--- config.mk ---
export PLATFORM = sky130hd
export DESIGN_NAME = snoop_pair_coherence
export DESIGN_NICKNAME = d
export VERILOG_FILES = /design/src/rtl/coh_pkg.sv /design/src/rtl/coh_arbiter.sv /design/src/rtl/coh_memory.sv /design/src/rtl/coh_cache.sv /design/src/rtl/snoop_pair_coherence.sv
export SDC_FILE = /design/constraint.sdc
export NUM_CORES = 1
export LEC_CHECK = 0
export BUFFER_PORTS_ARGS = -buffer_cell sky130_fd_sc_hd__buf_2
export CAP_MARGIN = 5
export CORE_MARGIN = 2
export CORE_UTILIZATION = 30
export DETAILED_ROUTE_END_ITERATION = 7
export HOLD_SLACK_MARGIN = 0.02
export PLACE_DENSITY_LB_ADDON = 0.2
export SETUP_SLACK_MARGIN = 0.5
export SLEW_MARGIN = 20
export SYNTH_ARGS = -nofsm -noshare
export SYNTH_HDL_FRONTEND = slang
export SYNTH_HIERARCHICAL = 1
export SYNTH_SLANG_ARGS = --single-unit
--- constraint.sdc ---
create_clock -name clk -period 9.7 [get_ports clk]
set_input_delay 1.94 -clock clk [delete_from_list [all_inputs] [get_ports clk]]
set_output_delay 1.94 -clock clk [all_outputs]
set_load 0.1 [all_outputs]
--- src/rtl/coh_pkg.sv ---
package coh_pkg;
   typedef enum logic [1:0] {
      LN_INV = 2'd0,
      LN_SHR = 2'd1,
      LN_MOD = 2'd2
   } line_st_e;

   typedef enum logic [1:0] {
      BUS_RD  = 2'd0,
      BUS_RDX = 2'd1,
      BUS_UPG = 2'd2,
      BUS_WB  = 2'd3
   } bus_cmd_e;
endpackage

--- src/rtl/coh_arbiter.sv ---
module coh_arbiter #(
   parameter bit ROUND_ROBIN = 1'b1
) (
   input  logic       clk,
   input  logic       rst_n,
   input  logic [1:0] req,
   output logic [1:0] gnt
);
   generate
      if (ROUND_ROBIN) begin : g_rr
         logic last_one;
         always_comb begin
            gnt[1] = req[1] && (!req[0] || !last_one);
            gnt[0] = req[0] && !gnt[1];
         end
         always_ff @(posedge clk) begin
            if (!rst_n)      last_one <= 1'b1;
            else if (|gnt)   last_one <= gnt[1];
         end
      end else begin : g_fixed
         always_comb begin
            gnt[0] = req[0];
            gnt[1] = req[1] && !req[0];
         end
      end
   endgenerate

   a_r9_one_grant: assert property (@(posedge clk) disable iff (!rst_n)
      $onehot0(gnt));
   a_r9_grant_needs_req: assert property (@(posedge clk) disable iff (!rst_n)
      |(gnt & ~req) == 1'b0);
endmodule

--- src/rtl/coh_memory.sv ---
module coh_memory #(
   parameter int ADDR_W      = 4,
   parameter int DATA_W      = 8,
   parameter int SEED_A_ADDR = 1,
   parameter int SEED_A_VAL  = 20,
   parameter int SEED_B_ADDR = 2,
   parameter int SEED_B_VAL  = 10
) (
   input  logic              clk,
   input  logic              rst_n,
   input  logic              wr_en,
   input  logic [ADDR_W-1:0] wr_addr,
   input  logic [DATA_W-1:0] wr_data,
   input  logic [ADDR_W-1:0] rd_addr,
   output logic [DATA_W-1:0] rd_data,
   input  logic [ADDR_W-1:0] peek_addr,
   output logic [DATA_W-1:0] peek_data
);
   localparam int WORDS = 1 << ADDR_W;

   logic [DATA_W-1:0] mem [WORDS];

   assign rd_data   = mem[rd_addr];
   assign peek_data = mem[peek_addr];

   always_ff @(posedge clk) begin
      if (!rst_n) begin
         for (int w = 0; w < WORDS; w++) begin
            if (w == SEED_A_ADDR)      mem[w] <= DATA_W'(SEED_A_VAL);
            else if (w == SEED_B_ADDR) mem[w] <= DATA_W'(SEED_B_VAL);
            else                       mem[w] <= '0;
         end
      end else if (wr_en) begin
         mem[wr_addr] <= wr_data;
      end
   end
endmodule

--- src/rtl/coh_cache.sv ---
module coh_cache
   import coh_pkg::*;
#(
   parameter int ADDR_W = 4,
   parameter int DATA_W = 8,
   parameter int LINES  = 4
) (
   input  logic              clk,
   input  logic              rst_n,
   input  logic              req,
   input  logic              we,
   input  logic [ADDR_W-1:0] addr,
   input  logic [DATA_W-1:0] wdata,
   output logic              done,
   output logic [DATA_W-1:0] rdata,
   output logic              bus_req,
   output bus_cmd_e          bus_cmd_o,
   output logic [ADDR_W-1:0] bus_addr_o,
   output logic [DATA_W-1:0] bus_wdata_o,
   input  logic              grant,
   input  logic [DATA_W-1:0] fill_data,
   input  logic              snp_valid,
   input  bus_cmd_e          snp_cmd,
   input  logic [ADDR_W-1:0] snp_addr,
   output logic              snp_flush,
   output logic [DATA_W-1:0] snp_data
);
   localparam int IDX_W = $clog2(LINES);
   localparam int TAG_W = ADDR_W - IDX_W;

   line_st_e          st   [LINES];
   logic [TAG_W-1:0]  tags [LINES];
   logic [DATA_W-1:0] dat  [LINES];

   logic [IDX_W-1:0] idx, s_idx;
   logic [TAG_W-1:0] tg, s_tg;
   logic active, hit, local_able, local_ok, victim_dirty, snp_hit, done_q;

   assign idx   = addr[IDX_W-1:0];
   assign tg    = addr[ADDR_W-1:IDX_W];
   assign s_idx = snp_addr[IDX_W-1:0];
   assign s_tg  = snp_addr[ADDR_W-1:IDX_W];

   assign active       = req && !done_q;
   assign hit          = (st[idx] != LN_INV) && (tags[idx] == tg);
   assign local_able   = hit && (!we || st[idx] == LN_MOD);
   assign local_ok     = active && local_able && !(snp_valid && s_idx == idx);
   assign victim_dirty = (st[idx] == LN_MOD) && (tags[idx] != tg);
   assign bus_req      = active && !local_able;

   always_comb begin
      if (victim_dirty)  bus_cmd_o = BUS_WB;
      else if (!we)      bus_cmd_o = BUS_RD;
      else if (hit)      bus_cmd_o = BUS_UPG;
      else               bus_cmd_o = BUS_RDX;
   end

   assign bus_addr_o  = (bus_cmd_o == BUS_WB) ? {tags[idx], idx} : addr;
   assign bus_wdata_o = dat[idx];

   assign snp_hit   = snp_valid && (st[s_idx] != LN_INV) && (tags[s_idx] == s_tg);
   assign snp_flush = snp_hit && (st[s_idx] == LN_MOD) &&
                      (snp_cmd == BUS_RD || snp_cmd == BUS_RDX);
   assign snp_data  = dat[s_idx];

   assign done = done_q;

   always_ff @(posedge clk) begin
      if (!rst_n) begin
         for (int l = 0; l < LINES; l++) begin
            st[l]   <= LN_INV;
            tags[l] <= '0;
            dat[l]  <= '0;
         end
         done_q <= 1'b0;
         rdata  <= '0;
      end else begin
         done_q <= (grant && bus_cmd_o != BUS_WB) || local_ok;
         if (snp_hit) begin
            case (snp_cmd)
               BUS_RD:          if (st[s_idx] == LN_MOD) st[s_idx] <= LN_SHR;
               BUS_RDX, BUS_UPG: st[s_idx] <= LN_INV;
               default: ;
            endcase
         end
         if (grant) begin
            case (bus_cmd_o)
               BUS_WB: st[idx] <= LN_INV;
               BUS_RD: begin
                  st[idx]   <= LN_SHR;
                  tags[idx] <= tg;
                  dat[idx]  <= fill_data;
                  rdata     <= fill_data;
               end
               default: begin
                  st[idx]   <= LN_MOD;
                  tags[idx] <= tg;
                  dat[idx]  <= wdata;
               end
            endcase
         end else if (local_ok) begin
            if (we) dat[idx] <= wdata;
            else    rdata    <= dat[idx];
         end
      end
   end

   a_r4_snoop_invalidates: assert property (@(posedge clk) disable iff (!rst_n)
      (snp_hit && (snp_cmd == BUS_UPG || snp_cmd == BUS_RDX))
      |=> st[$past(s_idx)] == LN_INV);
   a_r5_flush_leaves_shared: assert property (@(posedge clk) disable iff (!rst_n)
      (snp_flush && snp_cmd == BUS_RD) |=> st[$past(s_idx)] == LN_SHR);
   a_r10_done_single: assert property (@(posedge clk) disable iff (!rst_n)
      done_q |=> !done_q);
endmodule

--- src/rtl/snoop_pair_coherence.sv ---
module snoop_pair_coherence
   import coh_pkg::*;
#(
   parameter int ADDR_W      = 4,
   parameter int DATA_W      = 8,
   parameter int LINES       = 4,
   parameter bit ARB_RR      = 1'b1,
   parameter int SEED_A_ADDR = 1,
   parameter int SEED_A_VAL  = 20,
   parameter int SEED_B_ADDR = 2,
   parameter int SEED_B_VAL  = 10
) (
   input  logic              clk,
   input  logic              rst_n,
   input  logic              p0_req,
   input  logic              p0_we,
   input  logic [ADDR_W-1:0] p0_addr,
   input  logic [DATA_W-1:0] p0_wdata,
   output logic              p0_done,
   output logic [DATA_W-1:0] p0_rdata,
   input  logic              p1_req,
   input  logic              p1_we,
   input  logic [ADDR_W-1:0] p1_addr,
   input  logic [DATA_W-1:0] p1_wdata,
   output logic              p1_done,
   output logic [DATA_W-1:0] p1_rdata,
   output logic              bus_valid,
   output logic              bus_owner,
   output logic [1:0]        bus_cmd,
   output logic [ADDR_W-1:0] bus_addr,
   input  logic [ADDR_W-1:0] peek_addr,
   output logic [DATA_W-1:0] peek_data
);
   localparam int IDX_W = $clog2(LINES);

   generate
      if (LINES < 2 || (1 << IDX_W) != LINES) begin : g_bad_lines
         $error("LINES must be a power of two of at least 2");
      end
      if (IDX_W >= ADDR_W) begin : g_bad_addr
         $error("ADDR_W must leave at least one tag bit");
      end
      if ((SEED_A_ADDR % LINES) == (SEED_B_ADDR % LINES)) begin : g_bad_seed
         $error("seeded words must sit in different cache slots");
      end
   endgenerate

   logic              c_req   [2];
   logic              c_we    [2];
   logic [ADDR_W-1:0] c_addr  [2];
   logic [DATA_W-1:0] c_wdata [2];
   logic              c_done  [2];
   logic [DATA_W-1:0] c_rdata [2];
   bus_cmd_e          c_cmd   [2];
   logic [ADDR_W-1:0] c_baddr [2];
   logic [DATA_W-1:0] c_bdata [2];
   logic              c_flush [2];
   logic [DATA_W-1:0] c_sdata [2];
   logic [1:0]        breq, gnt;

   bus_cmd_e          b_cmd;
   logic [ADDR_W-1:0] b_addr;
   logic [DATA_W-1:0] b_wdata, mem_rd, fill, flush_data;
   logic              flush_any, mem_we;
   logic [DATA_W-1:0] mem_wd;

   assign c_req[0] = p0_req;   assign c_req[1] = p1_req;
   assign c_we[0]  = p0_we;    assign c_we[1]  = p1_we;
   assign c_addr[0] = p0_addr; assign c_addr[1] = p1_addr;
   assign c_wdata[0] = p0_wdata; assign c_wdata[1] = p1_wdata;
   assign p0_done  = c_done[0];  assign p1_done  = c_done[1];
   assign p0_rdata = c_rdata[0]; assign p1_rdata = c_rdata[1];

   coh_arbiter #(.ROUND_ROBIN(ARB_RR)) u_arb (
      .clk(clk), .rst_n(rst_n), .req(breq), .gnt(gnt)
   );

   assign bus_valid = |gnt;
   assign bus_owner = gnt[1];
   assign b_cmd     = gnt[1] ? c_cmd[1]   : c_cmd[0];
   assign b_addr    = gnt[1] ? c_baddr[1] : c_baddr[0];
   assign b_wdata   = gnt[1] ? c_bdata[1] : c_bdata[0];
   assign bus_cmd   = b_cmd;
   assign bus_addr  = b_addr;

   assign flush_any  = c_flush[0] || c_flush[1];
   assign flush_data = c_flush[0] ? c_sdata[0] : c_sdata[1];
   assign fill       = flush_any ? flush_data : mem_rd;
   assign mem_we     = bus_valid && (b_cmd == BUS_WB || flush_any);
   assign mem_wd     = (b_cmd == BUS_WB) ? b_wdata : flush_data;

   for (genvar i = 0; i < 2; i++) begin : g_cache
      coh_cache #(.ADDR_W(ADDR_W), .DATA_W(DATA_W), .LINES(LINES)) u_cache (
         .clk(clk), .rst_n(rst_n),
         .req(c_req[i]), .we(c_we[i]), .addr(c_addr[i]), .wdata(c_wdata[i]),
         .done(c_done[i]), .rdata(c_rdata[i]),
         .bus_req(breq[i]), .bus_cmd_o(c_cmd[i]), .bus_addr_o(c_baddr[i]),
         .bus_wdata_o(c_bdata[i]), .grant(gnt[i]), .fill_data(fill),
         .snp_valid(gnt[1-i]), .snp_cmd(b_cmd), .snp_addr(b_addr),
         .snp_flush(c_flush[i]), .snp_data(c_sdata[i])
      );
   end

   coh_memory #(
      .ADDR_W(ADDR_W), .DATA_W(DATA_W),
      .SEED_A_ADDR(SEED_A_ADDR), .SEED_A_VAL(SEED_A_VAL),
      .SEED_B_ADDR(SEED_B_ADDR), .SEED_B_VAL(SEED_B_VAL)
   ) u_mem (
      .clk(clk), .rst_n(rst_n),
      .wr_en(mem_we), .wr_addr(b_addr), .wr_data(mem_wd),
      .rd_addr(b_addr), .rd_data(mem_rd),
      .peek_addr(peek_addr), .peek_data(peek_data)
   );

   a_r5_single_owner: assert property (@(posedge clk) disable iff (!rst_n)
      !(c_flush[0] && c_flush[1]));
   a_r5_flush_needs_bus: assert property (@(posedge clk) disable iff (!rst_n)
      flush_any |-> bus_valid);
endmodule

* Yosys cells after proc, flatten, opt, wreduce, memory -nomap -nowiden
Memories as Yosys holds them, arrays and structs flattened.
Cells that the tools add are included.
W data, S select, Z words.
** Word-level totals
- Memories :: 7
- Logic and storage cells :: 235
- Memory bits (writable) :: 224
- Input bits :: 34
- Register bits after elaboration :: 19
- Output and inout port bits :: 34
** Operators by class
- Bitwise gates (word level) :: 12
- Equality and inequality tests :: 23
- Multiplexer cells :: 116
- Reduce and logical (&&, ||, !) cells :: 72
** Memory list
- u_mem.mem :: depth 16, width 8, read ports 2, clocked after Yosys merged registers in 0, wr ports 16, line coh_memory.sv:21 : logic [DATA_W-1:0] mem [WORDS];
- g_cache[0].u_cache.dat :: depth 4, width 8, read ports 2, clocked after Yosys merged registers in 0, wr ports 4, line coh_cache.sv:33 : logic [DATA_W-1:0] dat [LINES];
- g_cache[1].u_cache.dat :: depth 4, width 8, read ports 2, clocked after Yosys merged registers in 0, wr ports 4, line coh_cache.sv:33
- g_cache[0].u_cache.st :: depth 4, width 2, read ports 2, clocked after Yosys merged registers in 0, wr ports 4, line coh_cache.sv:31 : line_st_e st [LINES];
- g_cache[0].u_cache.tags :: depth 4, width 2, read ports 2, clocked after Yosys merged registers in 0, wr ports 4, line coh_cache.sv:32 : logic [TAG_W-1:0] tags [LINES];
- g_cache[1].u_cache.st :: depth 4, width 2, read ports 2, clocked after Yosys merged registers in 0, wr ports 4, line coh_cache.sv:31
- 1 more memories
** Operator list (count)
- $mux W8 :: 19
- $mux W1 :: 64
- $mux W2 :: 29
- $logic_and A1 B1 Y1 :: 29
- $reduce_or A8 Y1 :: 3
- $reduce_or A2 Y1 :: 10
- $eq A2 B2 Y1 const B :: 8
- $mux W4 :: 4
- $eq A2 B2 Y1 :: 6
- $or A1 B1 Y1 :: 12
- $reduce_bool A2 Y1 :: 6
- $logic_not A1 Y1 :: 11
- $logic_or A1 B1 Y1 :: 8
- $logic_not A2 Y1 :: 3
- $ne A2 B1 Y1 const B :: 3
- $ne A2 B2 Y1 const B :: 3
- $reduce_and A3 Y1 :: 2
- $ne A2 B2 Y1 :: 2
- $eq A2 B1 Y1 const B :: 1

* Longest topological paths before layout
Gate-level depths: netlist of the first run.
An unclocked memory read counts as a cell.
- Word-level depth :: 24
- Mapped depth :: 21
- Mapped depth without buffers :: 15

* Hierarchy
Netlist of the first run, hierarchy kept.
** Modules (own cells, without submodules)
- coh_memory :: sequential area each 3843.7 um2, times used 1, cells each 448, area each 7013.0 um2
- coh_cache at g_cache[1].u_cache :: sequential area each 1621.6 um2, times used 1, cells each 306, area each 3465.8 um2
- coh_cache at g_cache[0].u_cache :: sequential area each 1621.6 um2, times used 1, cells each 306, area each 3452.1 um2
- snoop_pair_coherence :: sequential area each 0.0 um2, times used 1, cells each 66, area each 556.8 um2
- coh_arbiter :: sequential area each 20.0 um2, times used 1, cells each 6, area each 58.8 um2

* Worst setup path after synthesis of the first run
Ideal clock, no wire load.
- Kind :: input port to flip-flop
- Start :: in p1_addr[0]
- End :: mem u_mem.mem[1][0] (enable)
- Setup time :: 384 ps
- Cell stages on the path :: 20
- Required time :: 9316 ps
- Path slack :: -451 ps
- Path buffers :: 7
- Arrival time :: 9767 ps
- Cell sequence :: buf_6 mux4_2 xor2_2 nor3_4 buf_4 a21oi_1 a21boi_0 buf_6 mux2_2 buf_6 mux4_2 xnor2_1 nand3_1 nor4b_1 buf_4 buf_4 o31a_1 nand4bb_1 clkbuf_1 o21ai_0
** RTL lines
- start: declaration :: line snoop_pair_coherence.sv:23 : input logic [ADDR_W-1:0] p1_addr,
- end: declaration :: line coh_memory.sv:21

==> results of run 1 <==
[cells by family after synthesis]
kind of cell	share of synthesized area
AO/OA/AOI/OAI	0.0857
XOR/XNOR	0.00826
adder cells (fa/ha/maj)	0.00344
buffers and inverters	0.0421
flip-flops	0.489
multiplexers	0.223
AND/OR/NAND/NOR	0.149
[how the worst max path moves through the flow]
stage	from	end	slack [ns]	cells after the start
5_1_grt	p0_addr[0]	u_mem/mem[0][6]$_SDFFCE_PN0P_	1.05	17
2_1_floorplan	p1_addr[0]	u_mem/mem[1][0]$_SDFFCE_PN0P_	1.23	20
3_5_place_dp	p0_addr[0]	u_mem/mem[0][6]$_SDFFCE_PN0P_	0.99	17
3_3_place_gp	p0_addr[0]	u_mem/mem[0][0]$_SDFFCE_PN0P_	1.16	17
4_1_cts	p0_addr[0]	u_mem/mem[0][2]$_SDFFCE_PN0P_	1.58	17
6_report	p0_addr[0]	u_mem/mem[0][2]$_SDFFCE_PN0P_	1.57	17
[worst min-delay path, delay by kind of cell (launching register included)]
family	cells	cell delay, ns
flip-flops	1	0.31
multiplexers	1	0.05
AND/OR/NAND/NOR	1	0.05
[state kept, by name, summed over array words and instances (netlist names)]
register / cells
u_arb/g_rr.last_one: 1
g_cache.u_cache/dat: 64
g_cache.u_cache/done: 2
g_cache.u_cache/rdata: 16
g_cache.u_cache/tags: 16
g_cache.u_cache/st: 16
u_mem/mem: 128
[Yosys cell counts (3+ instances only)]
cell type          n
buf_4             13
mux2i_1           48
and2_1           128
nor4_1             3
o211ai_1          19
a22oi_1           50
o22ai_1            5
nor3_2             3
ha_1               4
nor3_1            20
nand3_1           27
buf_2             13
a21oi_1           52
mux4_2            78
inv_1             15
buf_1              8
o221ai_1           6
or3_1              5
mux2_2            10
clkdlybuf4s25_2    6
xnor2_1            4
nor2b_1            6
nand2_1           94
edfxtp_1         224
o21ai_0           42
nand2b_1          34
buf_6             10
dfxtp_1           19
mux4_1            32
or2_2              5
nor2_1            62
clkbuf_1          40
xor2_1             6
[power by group]
part	internal [mW]	switching [mW]	leakage, nW
registers	1.20	0.0277	2.46
clock network	0.674	0.435	0.484
logic	0.238	0.543	2.92
[metrics by stage]
| stage | setup slack [ns] | area [sq um] | utilization | hold slack [ns] |
|---|---|---|---|---|
| 2_1_floorplan | 1.23 | 14600 | - | 0.488 |
| 3_3_place_gp | 1.16 | 15400 | 0.321 | 0.445 |
| 3_5_place_dp | 0.987 | 15400 | 0.322 | 0.449 |
| 4_1_cts | 1.58 | 16400 | 0.342 | 0.463 |
| 5_1_grt | 1.05 | 16400 | 0.342 | 0.478 |
| 6_report | 1.57 | 16400 | 0.342 | 0.456 |
[layout by cell type (no fill, tap or decap), types with 3 or more instances in the layout]
master,netlist,layout
nand2_1,94,94
buf_4,13,30
o21ai_1,1,3
o22ai_1,5,5
nor3_2,3,3
nor2b_1,6,6
a22oi_1,50,50
inv_1,15,15
nor2_1,62,62
or3_1,5,5
bufinv_16,0,3
and2_1,128,128
mux2i_2,0,5
mux4_2,78,78
clkbuf_8,0,7
nand3_1,27,27
or2_2,5,5
ha_1,4,4
mux2_2,10,8
buf_2,13,67
dfxtp_1,19,19
edfxtp_1,224,224
clkinv_2,0,5
a21oi_1,52,52
nand2b_1,34,34
o21ai_0,42,40
mux4_1,32,32
xnor2_1,4,4
clkinv_1,0,5
mux2i_1,48,41
clkbuf_16,0,29
o211ai_1,19,19
nor3_1,20,20
xor2_1,6,6
o221ai_1,6,6
[final cells by class]
| class | instances | area share |
|---|---|---|
| flip-flops and latches | 243 | 0.434 |
| clock inverters | 14 | 0.00871 |
| clock buffers | 38 | 0.0507 |
| repair buffers | 97 | 0.0342 |
| inverters | 15 | 0.00344 |
| multi-input cells | 782 | 0.422 |
| well taps | 615 | 0.0470 |
[layer usage]
| layer | vias to the layer above | GRT usage | wire length (microns) |
|---|---|---|---|
| li1 | 4448 | - | - |
| met1 | 4884 | 0.233 | 19300 |
| met2 | 243 | 0.286 | 20600 |
| met3 | 47 | 0.0218 | 1700 |
| met4 | 0 | 0.0385 | 925 |
| met5 | - | 0 | 0 |
==> out/metrics.csv, run 1 <==
metric,value,unit
post-route ant nets,0,
Main synth FF type,edfxtp_1,
Clock Skews,0.0125,ns
Filler Cell Count,4758,
Finish-stage setup viols,0,
Starting Density,0.304,
Area Overhead vs Synth,12.5,%
"Max FO, Critical Path",42,
WHS Endpoint,g_cache[0].u_cache/rdata[6]$_SDFFE_PN0P_,
Overall Global Routing Usage,0.170,
die area,50300,sq um
first-pass GRT wire length,63600,microns
largest net degree at the start of global routing,53,
n_diodes,0,
final hold vios,0,
CTS Hold Buffers Added,0,
Slew Limit Fails,0,
Core Box Area,47800,sq um
CTS Sinks,243,
hold crit path type,register to register,
CP Capture Type,register,
Syn Inst Count,1132,
WP buf/inv,3,
CTS tree,built,
largest area contributor in the netlist,edfxtp_1,
Tightest Pin Transition,1.06,ns
Inst Count DP,1752,
Synth area leaders,"edfxtp_1 46%, mux4_2 12%, mux4_1 5.8%",
unrepaired setup endpoints after global routing,false,
status,"finished, final reports clean",
asr flop ratio synth,0,
Post-Syn Area per Cell,12.9,sq um
die height,224,microns
Max-Cap Viols,0,
hold-critical path depth,2,
vias in the first global route,9798,
RR Startpoint,g_cache[0].u_cache/tags[3][0]$_DFFE_PP_,
Synth Cell Area,14500,sq um
Clock Latency Late Sink,0.56,ns
Avg Vias per Cell,5.33,
Tcrit/Tclk final,0.838,
Max Root-Sink Buffers,3,
f_max,123,MHz
final WL,42500,microns
FF-to-FF setup slack,3.13,ns
CP peak stage delay,0.63,ns
setup TNS,0,ns
first drt pass iteration count,7,
LEAKAGE,5.87,nW
Top Ports,68,
#FFs+latches synth,243,
Port Buf Inserts,67,
Peak supply drop,126,uV
slowest CP cell,nor3_1,
power consumption,3.12,mW
grt ovf,0,
PwrDens,190,nW/um^2
CP required,9.92,ns
final cell count without fillers,1804,
post-CTS setup buffer count,0,
Clock transition at path regs,0.06,ns
worst r2r path cells,16,
Synth Net Count,1170,
Residual DRC,0,
share of layout cells above drive strength 1,0.222,
synth warn,6,
Seq. cell area,7110,sq um
Unique masters post-synth,63,
HPWL after detailed placement,29200,microns
top cell type's share of synthesized area,0.462,
cell family with most CP delay,simple AND/OR/NAND/NOR gates,
H-tree levels,1,
FF-to-FF End,u_mem/mem[0][2]$_SDFFCE_PN0P_,
Rel. slew slack,0.276,
crit start category,primary input,
critical setup path kind,primary input to register,
Die X,224,microns
Post-CTS Resized,0,
multi-input logic area,6900,sq um
CTS Root Cell,clkbuf_16,
initial antenna violation count,1,
cells along the critical path,buf_2 > mux4_2 > xor2_1 > nor3_4 > a21oi_1 > a21boi_4 > buf_4 > mux2_4 > mux4_2 > xnor2_1 > nand3_1 > nor4b_2 > buf_4 > o31a_1 > nand4bb_1 > nor3_1 > nand2b_1,
total CTS buffers,28,
WL/cell,23.6,microns
"Net count, final",1205,
DRT iter0 DRCs,754,
Hold Path Origin,g_cache[0].u_cache/rdata[6]$_SDFFE_PN0P_,
fin crit period,8.13,ns
Core Rows,80,
post-synthesis sequential area ratio,0.489,
routability cong.,0.824,
Worst Path Arrival,8.34,ns
"EDFF count, synth",224,
via count,9622,
No activity file was read; power rests on OpenSTA's default activity.
==> run 2: changes to the inputs <==
ABC_AREA = 1   (was not set)
clock period = 6.7 ns   (was 9.7 ns; I/O delays follow)
==> out/metrics.csv, run 2 <==
metric,value,unit,change
HPWL after detailed placement,37800,microns,"was 29,200 microns"
DP Area,16400,sq um,"was 15,400 sq um"
CP required,6.94,ns,was 9.92 ns
power consumption,4.84,mW,was 3.12 mW
final WL,54100,microns,"was 42,500 microns"
synth warn,6,,unchanged
CTS Root Cell,clkbuf_16,,unchanged
Post-Syn Area per Cell,7.40,sq um,was 12.9 sq um
Top Ports,68,,unchanged
setup TNS,0,ns,unchanged
Area Overhead vs Synth,13.2,%,was 12.5%
#FFs+latches synth,243,,unchanged
first drt pass iteration count,6,,was 7
final cell count without fillers,2806,,"was 1,804"
Inst Count DP,2752,,"was 1,752"
fin crit period,5.77,ns,
f_max,173,MHz,
switching power,1.83,mW,was 1.01 mW
crit start category,primary input,,unchanged
largest area contributor in the netlist,edfxtp_1,,unchanged
first-pass GRT wire length,82400,microns,"was 63,600 microns"
Clock transition at path regs,0.06,ns,about the same
"Max FO, Critical Path",17,,was 42
Top reg by flops,u_mem/mem,,unchanged
Clock Power Share,0.328,,was 0.356
pre-CTS WS,0.0468,ns,was 0.987 ns
PwrDens,278,nW/um^2,was 190 nW/um^2
Clock Latency Late Sink,0.58,ns,was 0.56 ns
Syn Inst Count,2075,,"was 1,132"
vias in the first global route,13694,,"was 9,798"
worst setup margin,0.927,ns,was 1.57 ns
"EDFF count, synth",224,,unchanged
post-synthesis sequential area ratio,0.463,,was 0.489
top flop regs,"u_mem/mem: 128 flops, g_cache.u_cache/dat: 64 flops",,unchanged
Peak supply drop,200,uV,was 126 uV
Int Power,3.01,mW,was 2.11 mW
CTS tree,built,,unchanged
Rel. slew slack,0.359,,was 0.276
CTS Sinks,243,,unchanged
Filler Cell Count,5325,,"was 4,758"
initial antenna violation count,1,,unchanged
Unique masters post-synth,45,,was 63
Combinational Power Share,0.304,,was 0.250
Core Box Area,50400,sq um,"was 47,800 sq um"
commonest cells in the netlist,"660 x nand2_1, 292 x nand3_1, 286 x nor2_1",,"was 224 x edfxtp_1, 128 x and2_1, 94 x nand2_1"
switching share of power,0.378,,was 0.323
Slew Limit Fails,0,,unchanged
Synth area leaders,"edfxtp_1 44%, nand2_1 16%, nand3_1 9.5%",,"was edfxtp_1 46%, mux4_2 12%, mux4_1 5.8%"
Max Root-Sink Buffers,3,,unchanged
Starting Density,0.305,,was 0.304
Residual DRC,0,,unchanged
Overall Global Routing Usage,0.202,,was 0.170
Worst Path Arrival,6.01,ns,was 8.34 ns
H-tree levels,1,,unchanged
max reg flops,128,,unchanged
share of layout cells above drive strength 1,0.128,,was 0.222
post-route ant nets,0,,unchanged
Core Rows,82,,was 80
Synth Net Count,2113,,"was 1,170"
asr flop ratio synth,0,,unchanged
die area,53000,sq um,"was 50,300 sq um"
Finish-stage setup viols,0,,unchanged
via count,14182,,"was 9,622"
top cell type's share of synthesized area,0.438,,was 0.462
CP Capture Type,register,,unchanged
sequential share of power,0.368,,was 0.394
Max-Cap Viols,0,,unchanged
grt ovf,0,,unchanged
DRT iter0 DRCs,1689,,was 754
cell area after layout,17400,sq um,"was 16,400 sq um"
most frequent cells in the layout,"652 x nand2_1, 292 x nand3_1, 286 x nor2_1",,"was 224 x edfxtp_1, 128 x and2_1, 94 x nand2_1"
Tightest Pin Transition,0.958,ns,was 1.06 ns
LEAKAGE,7.94,nW,was 5.87 nW
Main synth FF type,edfxtp_1,,unchanged
unrepaired setup endpoints after global routing,false,,unchanged
Port Buf Inserts,67,,unchanged
Tcrit/Tclk final,0.862,,
largest net degree at the start of global routing,65,,was 53
"commonest non-fill, non-tap cell in the layout",nand2_1,,was edfxtp_1
Die X,230,microns,was 224 microns
WL/cell,19.3,microns,was 23.6 microns
"Net count, final",2150,,"was 1,205"
total CTS buffers,28,,unchanged
final hold vios,0,,unchanged
Avg Vias per Cell,5.05,,was 5.33
Synth Cell Area,15400,sq um,"was 14,500 sq um"
hold crit path type,register to register,,unchanged
critical setup path kind,primary input to register,,unchanged
Clock Skews,0.0112,ns,was 0.0125 ns
most numerous cell in the Yosys netlist,nand2_1,,was edfxtp_1
status,"finished, final reports clean",,unchanged
die height,230,microns,was 224 microns
routability cong.,0.912,,was 0.824
[run 2: cell types whose count changed after synthesis, moves of 32 or more]
cell,previous run,this run
nand2_2,0,38
nand2b_1,34,0
mux4_2,78,0
nand2_1,94,660
mux2i_1,48,0
nand3_1,27,292
and2_1,128,1
mux4_1,32,0
nor2_1,62,286
inv_1,15,221
a21oi_1,52,14
[run 2: power groups by stage]
stage | combinational (mW) | sequential (mW) | clock (mW)
after floorplan | 0.903 | 1.86 | 0
after global placement | 1.45 | 1.81 | 0
after detailed placement | 1.45 | 1.81 | 0
after CTS | 1.45 | 1.78 | 1.62
after global routing | 1.59 | 1.79 | 1.67
final | 1.47 | 1.78 | 1.59
[run 2: kinds of logic (layout without fill, tap and decap cells)]
kind of cell / after synthesis / count (layout) / synth area share
compound gates: 138 / 138 / 0.0543
xor+xnor: 3 / 3 / 0.00171
fa+ha+maj: 4 / 4 / 0.00326
buf+inv: 349 / 407 / 0.0944
flops: 243 / 243 / 0.463
other cells: 0 / 1 / 0
simple gates: 1338 / 1338 / 0.384
[run 2: per-stage QoR]
step | utilization | hold slack, ns
after floorplan | - | 0.458
after global placement | 0.326 | 0.455
after detailed placement | 0.326 | 0.455
after CTS | 0.344 | 0.465
after global routing | 0.345 | 0.474
final | 0.345 | 0.461
[run 2: timing repair]
action	in CTS	in global routing
endpoints found under the setup margin	0	201
hold buffers	0	0
gates resized for setup	0	7
buffers inserted	0	2
[run 2: final cells by class]
class / instances / area [sq um] / share of cell area
flip-flops and latches: 243 / 7110 / 0.409
multi-input cells: 1483 / 6870 / 0.395
inverters: 242 / 922 / 0.0530
well taps: 672 / 841 / 0.0484
clock buffers: 37 / 786 / 0.0452
repair buffers: 114 / 716 / 0.0412
clock inverters: 14 / 146 / 0.00842
diodes: 1 / 2.50 / 0.000144
[run 2: metal layers]
layer  vias to the layer above  global-route usage  wire (microns)
met5                         -                   0               0
met3                        89              0.0273            4210
met2                       662               0.323           24500
met4                         0              0.0585            1680
met1                      6656               0.285           23600
li1                       6775                   -               -
[run 2: worst paths after layout]
check | start | to | slack [ns] | cells past startpoint
worst max-delay path | p1_addr[0] | u_mem/mem[15][3]$_SDFFCE_PN0P_ | 0.93 | 25
worst min-delay path | g_cache[0].u_cache/rdata[6]$_SDFFE_PN0P_ | g_cache[0].u_cache/rdata[6]$_SDFFE_PN0P_ | 0.46 | 2
worst max register to register | g_cache[0].u_cache/tags[3][1]$_DFFE_PP_ | u_mem/mem[15][3]$_SDFFCE_PN0P_ | 1.74 | 27
worst min register to register | g_cache[0].u_cache/rdata[6]$_SDFFE_PN0P_ | g_cache[0].u_cache/rdata[6]$_SDFFE_PN0P_ | 0.46 | 2
[run 2: critical path: stages]
cell and delay, ns:
buf_2 0.33, nand2_2 0.15, inv_2 0.24, nand2_1 0.08
nand2_1 0.09, nor2_2 0.07, nor2_2 0.20, nor2_8 0.10
nor3_2 0.20, and2_4 0.26, buf_4 0.21, nand2_1 0.15
nand2_8 0.20, buf_4 0.24, nand3_1 0.11, nand2_1 0.08
o21ai_0 0.08, nor3_1 0.26, o211a_1 0.32, nor2_8 0.08
a21oi_4 0.15, nand2_2 0.18, nor3_4 0.30, nand2_2 0.20
nand2_1 0.34
==> run 3: changes to the inputs <==
--- a/config.mk
+++ b/config.mk
@@ -12,3 +12,5 @@
 export CORE_UTILIZATION = 30
+export CTS_CLUSTER_SIZE = 10
 export DETAILED_ROUTE_END_ITERATION = 7
+export GPL_TIMING_DRIVEN = 0
 export HOLD_SLACK_MARGIN = 0.02
--- a/constraint.sdc
+++ b/constraint.sdc
@@ -3,2 +3,2 @@
 set_output_delay 1.34 -clock clk [all_outputs]
-set_load 0.1 [all_outputs]
+set_load 0.01 [all_outputs]
==> out/metrics.csv, run 3 (same netlist as run 2, synthesis figures left out) <==
metric,value,unit,change
"Max FO, Critical Path",11,,was 17
GRT busiest layer,met2,,unchanged
met1 Resource Use GR,0.299,,was 0.285
Avg Vias per Cell,5.05,,about the same
Filler Cell Count,5403,,"was 5,325"
HPWL after detailed placement,45200,microns,"was 37,800 microns"
WP buf/inv,9,,was 4
cell family with most CP delay,simple AND/OR/NAND/NOR gates,,unchanged
post-route ant nets,0,,unchanged
Finish-stage setup viols,0,,unchanged
Worst Path Arrival,6.21,ns,was 6.01 ns
Tightest Pin Transition,1.05,ns,was 0.958 ns
"most used cell, CP",nand2_1,,unchanged
top flop regs,"u_mem/mem: 128 flops, g_cache.u_cache/dat: 64 flops",,unchanged
Port Buf Inserts,62,,was 67
final WL,59100,microns,"was 54,100 microns"
CTS Root Cell,clkbuf_16,,unchanged
GR Util met2,0.360,,was 0.323
first-pass GRT wire length,87900,microns,"was 82,400 microns"
first drt pass iteration count,8,,was 6
final hold vios,0,,unchanged
WL/cell,20.7,microns,was 19.3 microns
Max Root-Sink Buffers,3,,unchanged
grt ovf,0,,unchanged
"commonest non-fill, non-tap cell in the layout",nand2_1,,unchanged
f_max,169,MHz,was 173 MHz
Peak supply drop,181,uV,was 200 uV
initial antenna violation count,0,,was 1
total CTS buffers,30,,was 28
Tcrit/Tclk final,0.885,,was 0.862
critical setup path kind,primary input to register,,unchanged
via count,14452,,"was 14,182"
die area,53000,sq um,unchanged
Clock transition at path regs,0.06,ns,about the same
CTS tree,built,,unchanged
die height,230,microns,unchanged
routability cong.,0.972,,was 0.912
most frequent cells in the layout,"635 x nand2_1, 292 x nand3_1, 286 x nor2_1",,"was 652 x nand2_1, 292 x nand3_1, 286 x nor2_1"
max reg flops,128,,unchanged
Top Ports,68,,unchanged
fin crit period,5.93,ns,was 5.77 ns
Core Rows,82,,unchanged
vias in the first global route,14077,,"was 13,694"
share of layout cells above drive strength 1,0.140,,was 0.128
unrepaired setup endpoints after global routing,false,,unchanged
PwrDens,264,nW/um^2,was 278 nW/um^2
CP Capture Type,register,,unchanged
Overall Global Routing Usage,0.220,,was 0.202
largest net degree at the start of global routing,15,,was 65
CP peak stage delay,0.32,ns,was 0.34 ns
Starting Density,0.305,,unchanged
Rel. slew slack,0.297,,was 0.359
slowest CP cell,a211oi_4,,was nand2_1
Clock Skews,0.0125,ns,was 0.0112 ns
DRT iter0 DRCs,1400,,"was 1,689"
Slew Limit Fails,0,,unchanged
LEAKAGE,8.08,nW,was 7.94 nW
n_diodes,0,,was 1
Clock Latency Late Sink,0.58,ns,about the same
Max-Cap Viols,0,,unchanged
crit start category,primary input,,unchanged
Final Core Density,0.352,,was 0.345
CP required,6.98,ns,was 6.94 ns
Residual DRC,0,,unchanged
Top reg by flops,u_mem/mem,,unchanged
Core Box Area,50400,sq um,unchanged
worst setup margin,0.770,ns,was 0.927 ns
CTS Sinks,243,,unchanged
hold crit path type,register to register,,unchanged
met3 Use GR,0.0372,,was 0.0273
status,"finished, final reports clean",,unchanged
Die X,230,microns,unchanged
"Net count, final",2213,,"was 2,150"
pre-CTS WS,-1.24,ns,was 0.0468 ns
Area Overhead vs Synth,15.4,%,was 13.2%
H-tree levels,1,,unchanged
## run 3: path summary, 6_finish.rpt
path                                               startpoint                                  endpoint  depth (start not counted)  slack [ns]
setup / recovery                                   p0_addr[0]             u_mem/mem[4][4]$_SDFFCE_PN0P_                         31        0.77
setup reg to reg  g_cache[0].u_cache/tags[0][0]$_SDFFCE_PN0P_             u_mem/mem[4][4]$_SDFFCE_PN0P_                         30        1.52
hold reg to reg      g_cache[0].u_cache/rdata[3]$_SDFFE_PN0P_  g_cache[0].u_cache/rdata[3]$_SDFFE_PN0P_                          2        0.46
hold / removal       g_cache[0].u_cache/rdata[3]$_SDFFE_PN0P_  g_cache[0].u_cache/rdata[3]$_SDFFE_PN0P_                          2        0.46
## run 3: final cells by class
type                    count  area, sq um  share of cell area
clock inverters             5         48.8             0.00275
multi-input cells        1483         7000               0.395
plain buffers             107          589              0.0332
well taps                 672          841              0.0474
repair buffers             68          355              0.0200
flip-flops and latches    243         7110               0.401
inverters                 242          941              0.0531
clock buffers              44          846              0.0477
## run 3: power by group
part | total (mW) | switching [mW] | internal [mW]
logic | 1.38 | 1.03 | 0.353
clock network | 1.53 | 0.629 | 0.897
registers | 1.78 | 0.0366 | 1.74
## run 3: worst min-delay path, cell delays in order (launching register included)
cell and delay [ns]:
dfxtp_1 0.30, nand2_1 0.06, a21oi_1 0.05
## run 3: stage by stage
stage	power [mW]	TNS, ns	area [sq um]	hold slack (ns)	std cells
6_report	4.68	0	17700	0.462	2864
5_1_grt	4.88	0	17700	0.470	2864
4_1_cts	4.67	0	17600	0.464	2859
3_5_place_dp	3.11	-311.22	16500	0.452	2809
3_3_place_gp	3.11	-265.67	16500	0.451	2809
2_1_floorplan	2.60	0	15400	0.457	2075
## run 3: layer usage
| metal | share of wire | up-vias |
|---|---|---|
| met5 | 0 | - |
| met4 | 0.026 | 0 |
| met3 | 0.074 | 89 |
| met2 | 0.46 | 603 |
| met1 | 0.44 | 6858 |
| li1 | - | 6902 |
## run 3: what timing repair did
action / CTS / global route
gates resized for setup: 58 / 31
endpoints found under the setup margin: 396 / 361
cloned: 0 / 0
hold buffers: 0 / 0
buffers inserted: 1 / 5
pin swaps: 1 / 8
